**config.mk**
```make
export PLATFORM = sky130hd
export DESIGN_NAME = dbg_serial_port
export DESIGN_NICKNAME = d
export VERILOG_FILES = /design/src/rtl/dsp_pkg.sv /design/src/rtl/dsp_sync.sv /design/src/rtl/dsp_edge.sv /design/src/rtl/dsp_shift.sv /design/src/rtl/dbg_serial_port.sv
export SDC_FILE = /design/constraint.sdc
export NUM_CORES = 1
export LEC_CHECK = 0
export ABC_AREA = 1
export BUFFER_PORTS_ARGS = -buffer_cell sky130_fd_sc_hd__buf_2
export CAP_MARGIN = 0
export CORE_MARGIN = 2
export CORE_UTILIZATION = 50
export DETAILED_ROUTE_END_ITERATION = 10
export PLACE_DENSITY_LB_ADDON = 0.15
export SYNTH_ARGS = -nofsm -noshare
export SYNTH_HDL_FRONTEND = slang
export SYNTH_HIERARCHICAL = 1
export SYNTH_SLANG_ARGS = --single-unit
```
**constraint.sdc**
```tcl
create_clock -name clk -period 1.8 [get_ports clk]
set_input_delay 0.18 -clock clk [delete_from_list [all_inputs] [get_ports clk]]
set_output_delay 0.18 -clock clk [all_outputs]
set_load 0.01 [all_outputs]
```
**src/rtl/dsp_pkg.sv**
```systemverilog
package dsp_pkg;
   // Number of bits in one packet: a leading control/status bit plus the word
   function automatic int pkt_bits(input int data_w);
      return data_w + 1;
   endfunction

   // Width of a counter that indexes every bit position of a packet
   function automatic int cnt_bits(input int data_w);
      return $clog2(data_w + 1);
   endfunction
endpackage

```
**src/rtl/dsp_sync.sv**
```systemverilog
module dsp_sync #(
   parameter int STAGES = 2,
   parameter int W      = 2
) (
   input  logic         clk,
   input  logic         rst_n,
   input  logic [W-1:0] d_i,
   output logic [W-1:0] q_o
);
   generate
      if (STAGES < 2) begin : g_bad_stages
         $error("dsp_sync: STAGES must be at least 2");
      end
   endgenerate

   logic [W-1:0] chain [STAGES];

   generate
      for (genvar s = 0; s < STAGES; s++) begin : g_stage
         always_ff @(posedge clk) begin
            if (!rst_n) chain[s] <= '0;
            else if (s == 0) chain[s] <= d_i;
            else chain[s] <= chain[(s == 0) ? 0 : s-1];
         end
      end
   endgenerate

   assign q_o = chain[STAGES-1];
endmodule

```
**src/rtl/dsp_edge.sv**
```systemverilog
module dsp_edge (
   input  logic clk,
   input  logic rst_n,
   input  logic lvl_i,
   output logic rise_o
);
   logic lvl_q;

   always_ff @(posedge clk) begin
      if (!rst_n) lvl_q <= 1'b0;
      else        lvl_q <= lvl_i;
   end

   assign rise_o = lvl_i & ~lvl_q;
endmodule

```
**src/rtl/dsp_shift.sv**
```systemverilog
module dsp_shift
   import dsp_pkg::*;
#(
   parameter int DATA_W = 16
) (
   input  logic              clk,
   input  logic              rst_n,
   input  logic              step_i,
   input  logic              bit_i,
   output logic              sdo_o,
   output logic              rx_valid_o,
   output logic              rx_ctrl_o,
   output logic [DATA_W-1:0] rx_data_o,
   input  logic              rsp_valid_i,
   input  logic              rsp_status_i,
   input  logic [DATA_W-1:0] rsp_data_i
);
   localparam int PKT_W = pkt_bits(DATA_W);
   localparam int CNT_W = cnt_bits(DATA_W);
   localparam logic [CNT_W-1:0] LAST = CNT_W'(PKT_W - 1);
   localparam logic [PKT_W-1:0] IDLE_WORD = {1'b1, {DATA_W{1'b0}}};

   generate
      if (DATA_W < 2) begin : g_bad_width
         $error("dsp_shift: DATA_W must be at least 2");
      end
   endgenerate

   logic [CNT_W-1:0] cnt_q;
   logic [PKT_W-1:0] rx_sr_q;
   logic [PKT_W-1:0] tx_sr_q;
   logic [PKT_W-1:0] pend_word_q;
   logic             pend_q;
   logic             sdo_q;
   logic             valid_q;
   logic             ctrl_q;
   logic [DATA_W-1:0] data_q;
   logic             done;
   logic [PKT_W-1:0] load_word;
   logic [PKT_W-1:0] rx_full;

   assign done    = step_i && (cnt_q == LAST);
   assign rx_full = {rx_sr_q[PKT_W-2:0], bit_i};

   always_comb begin
      if (rsp_valid_i)  load_word = {rsp_status_i, rsp_data_i};
      else if (pend_q)  load_word = pend_word_q;
      else              load_word = IDLE_WORD;
   end

   // bit position and receive shifter
   always_ff @(posedge clk) begin
      if (!rst_n) begin
         cnt_q   <= '0;
         rx_sr_q <= '0;
         valid_q <= 1'b0;
         ctrl_q  <= 1'b0;
         data_q  <= '0;
      end else begin
         valid_q <= done;
         if (step_i) begin
            rx_sr_q <= rx_full;
            if (done) begin
               cnt_q  <= '0;
               ctrl_q <= rx_full[PKT_W-1];
               data_q <= rx_full[DATA_W-1:0];
            end else begin
               cnt_q <= cnt_q + 1'b1;
            end
         end
      end
   end

   // pending response holding register
   always_ff @(posedge clk) begin
      if (!rst_n) begin
         pend_q      <= 1'b0;
         pend_word_q <= IDLE_WORD;
      end else if (done) begin
         pend_q <= 1'b0;
      end else if (rsp_valid_i) begin
         pend_q      <= 1'b1;
         pend_word_q <= {rsp_status_i, rsp_data_i};
      end
   end

   // transmit shifter and registered output bit
   always_ff @(posedge clk) begin
      if (!rst_n) begin
         tx_sr_q <= IDLE_WORD;
         sdo_q   <= 1'b1;
      end else begin
         sdo_q <= tx_sr_q[PKT_W-1];
         if (done)        tx_sr_q <= load_word;
         else if (step_i) tx_sr_q <= {tx_sr_q[PKT_W-2:0], 1'b0};
      end
   end

   assign sdo_o      = sdo_q;
   assign rx_valid_o = valid_q;
   assign rx_ctrl_o  = ctrl_q;
   assign rx_data_o  = data_q;

   // completion strobe lasts one cycle
   a_r2_valid_pulse: assert property (@(posedge clk) disable iff (!rst_n)
      rx_valid_o |=> !rx_valid_o);

   // the bit position never leaves the packet
   a_r2_cnt_range: assert property (@(posedge clk) disable iff (!rst_n)
      cnt_q <= LAST);

   // after completion the position restarts at zero
   a_r2_restart: assert property (@(posedge clk) disable iff (!rst_n)
      rx_valid_o |-> (cnt_q == '0));

   // the output bit moves only two edges after a qualified rise
   a_r3_sdo_timing: assert property (@(posedge clk) disable iff (!rst_n)
      !$stable(sdo_o) |-> $past(step_i, 2));

   // an empty response slot yields the not-ready word
   a_r6_idle_load: assert property (@(posedge clk) disable iff (!rst_n)
      (done && !rsp_valid_i && !pend_q) |=> (tx_sr_q == IDLE_WORD));
endmodule

```
**src/rtl/dbg_serial_port.sv**
```systemverilog
module dbg_serial_port
   import dsp_pkg::*;
#(
   parameter int DATA_W      = 16,
   parameter int SYNC_STAGES = 2
) (
   input  logic              clk,
   input  logic              rst_n,
   input  logic              sclk_i,
   input  logic              sdi_i,
   output logic              sdo_o,
   output logic              rx_valid_o,
   output logic              rx_ctrl_o,
   output logic [DATA_W-1:0] rx_data_o,
   input  logic              rsp_valid_i,
   input  logic              rsp_status_i,
   input  logic [DATA_W-1:0] rsp_data_i
);
   logic [1:0] raw_in;
   logic [1:0] sync_out;
   logic       step;

   assign raw_in = {sclk_i, sdi_i};

   dsp_sync #(.STAGES(SYNC_STAGES), .W(2)) u_sync (
      .clk   (clk),
      .rst_n (rst_n),
      .d_i   (raw_in),
      .q_o   (sync_out)
   );

   dsp_edge u_edge (
      .clk    (clk),
      .rst_n  (rst_n),
      .lvl_i  (sync_out[1]),
      .rise_o (step)
   );

   dsp_shift #(.DATA_W(DATA_W)) u_shift (
      .clk          (clk),
      .rst_n        (rst_n),
      .step_i       (step),
      .bit_i        (sync_out[0]),
      .sdo_o        (sdo_o),
      .rx_valid_o   (rx_valid_o),
      .rx_ctrl_o    (rx_ctrl_o),
      .rx_data_o    (rx_data_o),
      .rsp_valid_i  (rsp_valid_i),
      .rsp_status_i (rsp_status_i),
      .rsp_data_i   (rsp_data_i)
   );
endmodule

```
==> flow_summary.yaml <==
routing:
  routed_via_density: 4.800
  wirelength_mm: 7.134
  num_vias: 2995
  routedWlPerCell_um: 11.43
  detail-route-antenna-nets: 0
  drtIter0Drc: 125
  drcViolationCount: 0
  dr.pass1.iters: 4
hold_path:
  min_to: "u_sync/chain[0][0]$_SDFF_PN0_"
  whs_path_depth: 3
  hold_class: "primary input to flop"
  hold_start: "sdi_i"
power:
  irDropWorstVdd_mv: 0.5305
  powerDensity_nw_per_um2: 890.8
  power.leakage_nw: 1.957
  p_total_mw: 3.502
layout:
  nets: 547
  final_core_util: 0.5786
  num_antenna_cells: 0
  fin_cells: 624
  nFillCells: 665
  area.growth.synth_to_final_pct: 12.54
  drive_gt1_frac: 0.1705
timing:
  timing.fmax_ghz: 0.6187
  fin_ws_ps: 183.6
  fin_crit_sh: 0.8980
  setup_viol: 0
  min_period_ps: 1616
  timing.final.hold_violations: 0
  slew_violations: 0
  relSlewSlack: 0.5714
  rsz0062_at_grt: "no"
  fin_skew_ps: 9.743
  tightest_slew_ps: 642.1
  finalSetupTns_ps: 0
worst_setup_path:
  critPathBufInv: 3
  rr_startpoint: "u_shift/cnt_q[1]$_SDFFE_PN0P_"
  crit_top_cell: "nor2_1"
  required_ps: 2070
  crit_path_cell_trace: "inv_1, ha_1, nand2_2, inv_2, nand2_8, nand2_4, inv_4, nor2_1, nor2_1"
  slowest_stage: "dfxtp_1"
  start_kind: "flop"
  critical_path_class: "flop to flop"
  end_kind: "flop"
  crit_family: "simple AND/OR/NAND/NOR gates"
  regToRegSetupSlack_ps: 180
  crit_arrival_ps: 1890
  crit_path_max_fanout: 44
  reg2reg_depth: 9
  reg2reg_to: "u_shift/pend_word_q[1]$_SDFFE_PN0P_"
  critical-path-max-stage-delay_ps: 390
synthesis:
  yosys_warnings: 6
  syn_area_um2: 3493
  ys_seq_elements: 80
  ys_types: 27
  syn_nets: 515
  ys_seq_area_frac: 0.4585
  syn_avg_cell_area_um2: 7.115
  syn-instance-count: 491
global_route:
  grt_max_degree: 44
  antenna_found_initial: 0
  grt_pass1_wl_mm: 12.01
  grt-ovfl-total: 0
  use_met3: 0.04524
  grtUsageTotal: 0.1971
  met1_usage: 0.2704
  top_usage_layer: "met2"
  grt_pass1_vias: 2601
  use_met2: 0.3079
place:
  pre_cts_ws_ps: 180.3
  gp_congestion: 0.8231
  port_buffers: 40
  hpwl_mm: 4.591
  placed_cells: 606
clock_tree:
  numCtsBuffers: 9
  clock_latency_ps: 340
  cts_sinks: 80
  root_buffer: "clkbuf_8"
  cts_htree_levels: 3
  cts_buffer_depth: 2
  cts.clk_slew.worst_paths_ps: 80
  cts_tree: "done"
die:
  die_area_um2: 7671
  core_area_um2: 6794
  start_util: 0.5142
  chipHeight_um: 87.59
  std_cell_rows: 30
  fp.dieW_um: 87.59
  top_level_ports: 41
run:
  drv_cap: 0
status:
  status: "complete, no violations"
## layer usage
metal	vias to the layer above	part of all wire
met1	1340	0.50
li1	1591	-
met5	-	0
met2	58	0.44
met3	6	0.040
met4	0	0.011
## cell usage after synthesis (all sizes together)
cell type | instances | area (um^2)
a31oi | 1 | 6.260
nor2 | 99 | 427.9
inv | 34 | 132.6
nand3 | 54 | 270.3
xnor2 | 1 | 8.760
nor3 | 3 | 15.01
nand2 | 146 | 579.3
a21oi | 5 | 25.02
ha | 2 | 25.02
nor3b | 1 | 7.510
nand3b | 15 | 112.6
o21ai | 19 | 95.09
dfxtp | 80 | 1602
buf | 21 | 146.4
or2 | 1 | 6.260
clkbuf | 9 | 33.78
## sequential cells by signal (all words and copies together) (netlist names)
name / flops
u_shift/pend_word_q: 17
u_shift/tx_sr_q: 17
u_shift/rx_data_o: 16
u_shift/rx_sr_q: 16
u_shift/cnt_q: 5
u_sync/chain: 4
u_edge/lvl_q: 1
u_shift/pend_q: 1
u_shift/rx_ctrl_o: 1
u_shift/rx_valid_o: 1
u_shift/sdo_o: 1
## cell type report
| cell class | instances | area [um^2] | area share |
|---|---|---|---|
| repair buffers | 50 | 277.8 | 0.07066 |
| clock buffers | 9 | 123.9 | 0.03151 |
| well taps | 96 | 120.1 | 0.03055 |
| clock inverters | 7 | 80.08 | 0.02037 |
| flip-flops and latches | 80 | 1602 | 0.4074 |
| multi-input cells | 348 | 1595 | 0.4058 |
| inverters | 34 | 132.6 | 0.03374 |
## tightest hold or removal path: stages
cell and delay, ps:
buf_2 70, nand2_1 40, inv_1 40
## worst max path at each step
| stage | from | endpoint | cells after the start |
|---|---|---|---|
| 6_report | u_shift/cnt_q[1]$_SDFFE_PN0P_ | u_shift/pend_word_q[1]$_SDFFE_PN0P_ | 9 |
| 5_1_grt | u_shift/cnt_q[1]$_SDFFE_PN0P_ | u_shift/pend_word_q[1]$_SDFFE_PN0P_ | 9 |
| 3_5_place_dp | u_sync/chain[1][1]$_SDFF_PN0_ | u_shift/pend_word_q[11]$_SDFFE_PN0P_ | 9 |
| 4_1_cts | u_sync/chain[1][1]$_SDFF_PN0_ | u_shift/rx_data_o[15]$_SDFFE_PN0P_ | 8 |
| 3_3_place_gp | u_sync/chain[1][1]$_SDFF_PN0_ | u_shift/rx_data_o[15]$_SDFFE_PN0P_ | 8 |
| 2_1_floorplan | u_sync/chain[1][1]$_SDFF_PN0_ | u_shift/pend_word_q[16]$_SDFFE_PN1P_ | 11 |
## through the flow
stage / area (um^2) / hold slack (ps)
after floorplan: 3493 / 273.5
after global placement: 3701 / 363.9
after detailed placement: 3701 / 367.8
after CTS: 3915 / 0.3680
after global routing: 3931 / 19.72
final: 3931 / 13.89
## where the power goes
part	switching, mW	leakage, nW	internal [mW]	total, mW
Combinational	0.180	1.21	0.113	0.294
Sequential	0.0429	0.654	1.84	1.88
Clock	0.674	0.0896	0.651	1.32
## cells in the final DEF (no fill, tap or decap), drive strengths merged
cell / synthesis / layout
or2: 1 / 1
nand3b: 15 / 15
nand2: 146 / 146
inv: 34 / 35
a21oi: 5 / 5
clkinv: 0 / 1
xnor2: 1 / 1
dlygate4sd3: 0 / 1
nand3: 54 / 54
clkbuf: 9 / 9
bufinv: 0 / 1
buf: 21 / 49
dfxtp: 80 / 80
o21ai: 19 / 19
a31oi: 1 / 1
ha: 2 / 2
nor3b: 1 / 1
clkinvlp: 0 / 4
nor2: 99 / 100
nor3: 3 / 3
## cells by family after synthesis
logic type | synth area share
and+or+nand+nor | 0.4062
DFF | 0.4585
adders and majority gates | 0.007162
xor gates and xnor gates | 0.002508
AOI/OAI and AO/OA | 0.03617
buffers and inverters | 0.08954
## repair_timing
action                                  4_1_cts  5_1_grt
resized for setup                             0        1
hold buffers                                  1        0
buffers inserted                              0        0
endpoints found under the setup margin        0        5
endpoints found under the hold margin         1        0
Note: power is estimated with default switching activity, not from simulation.
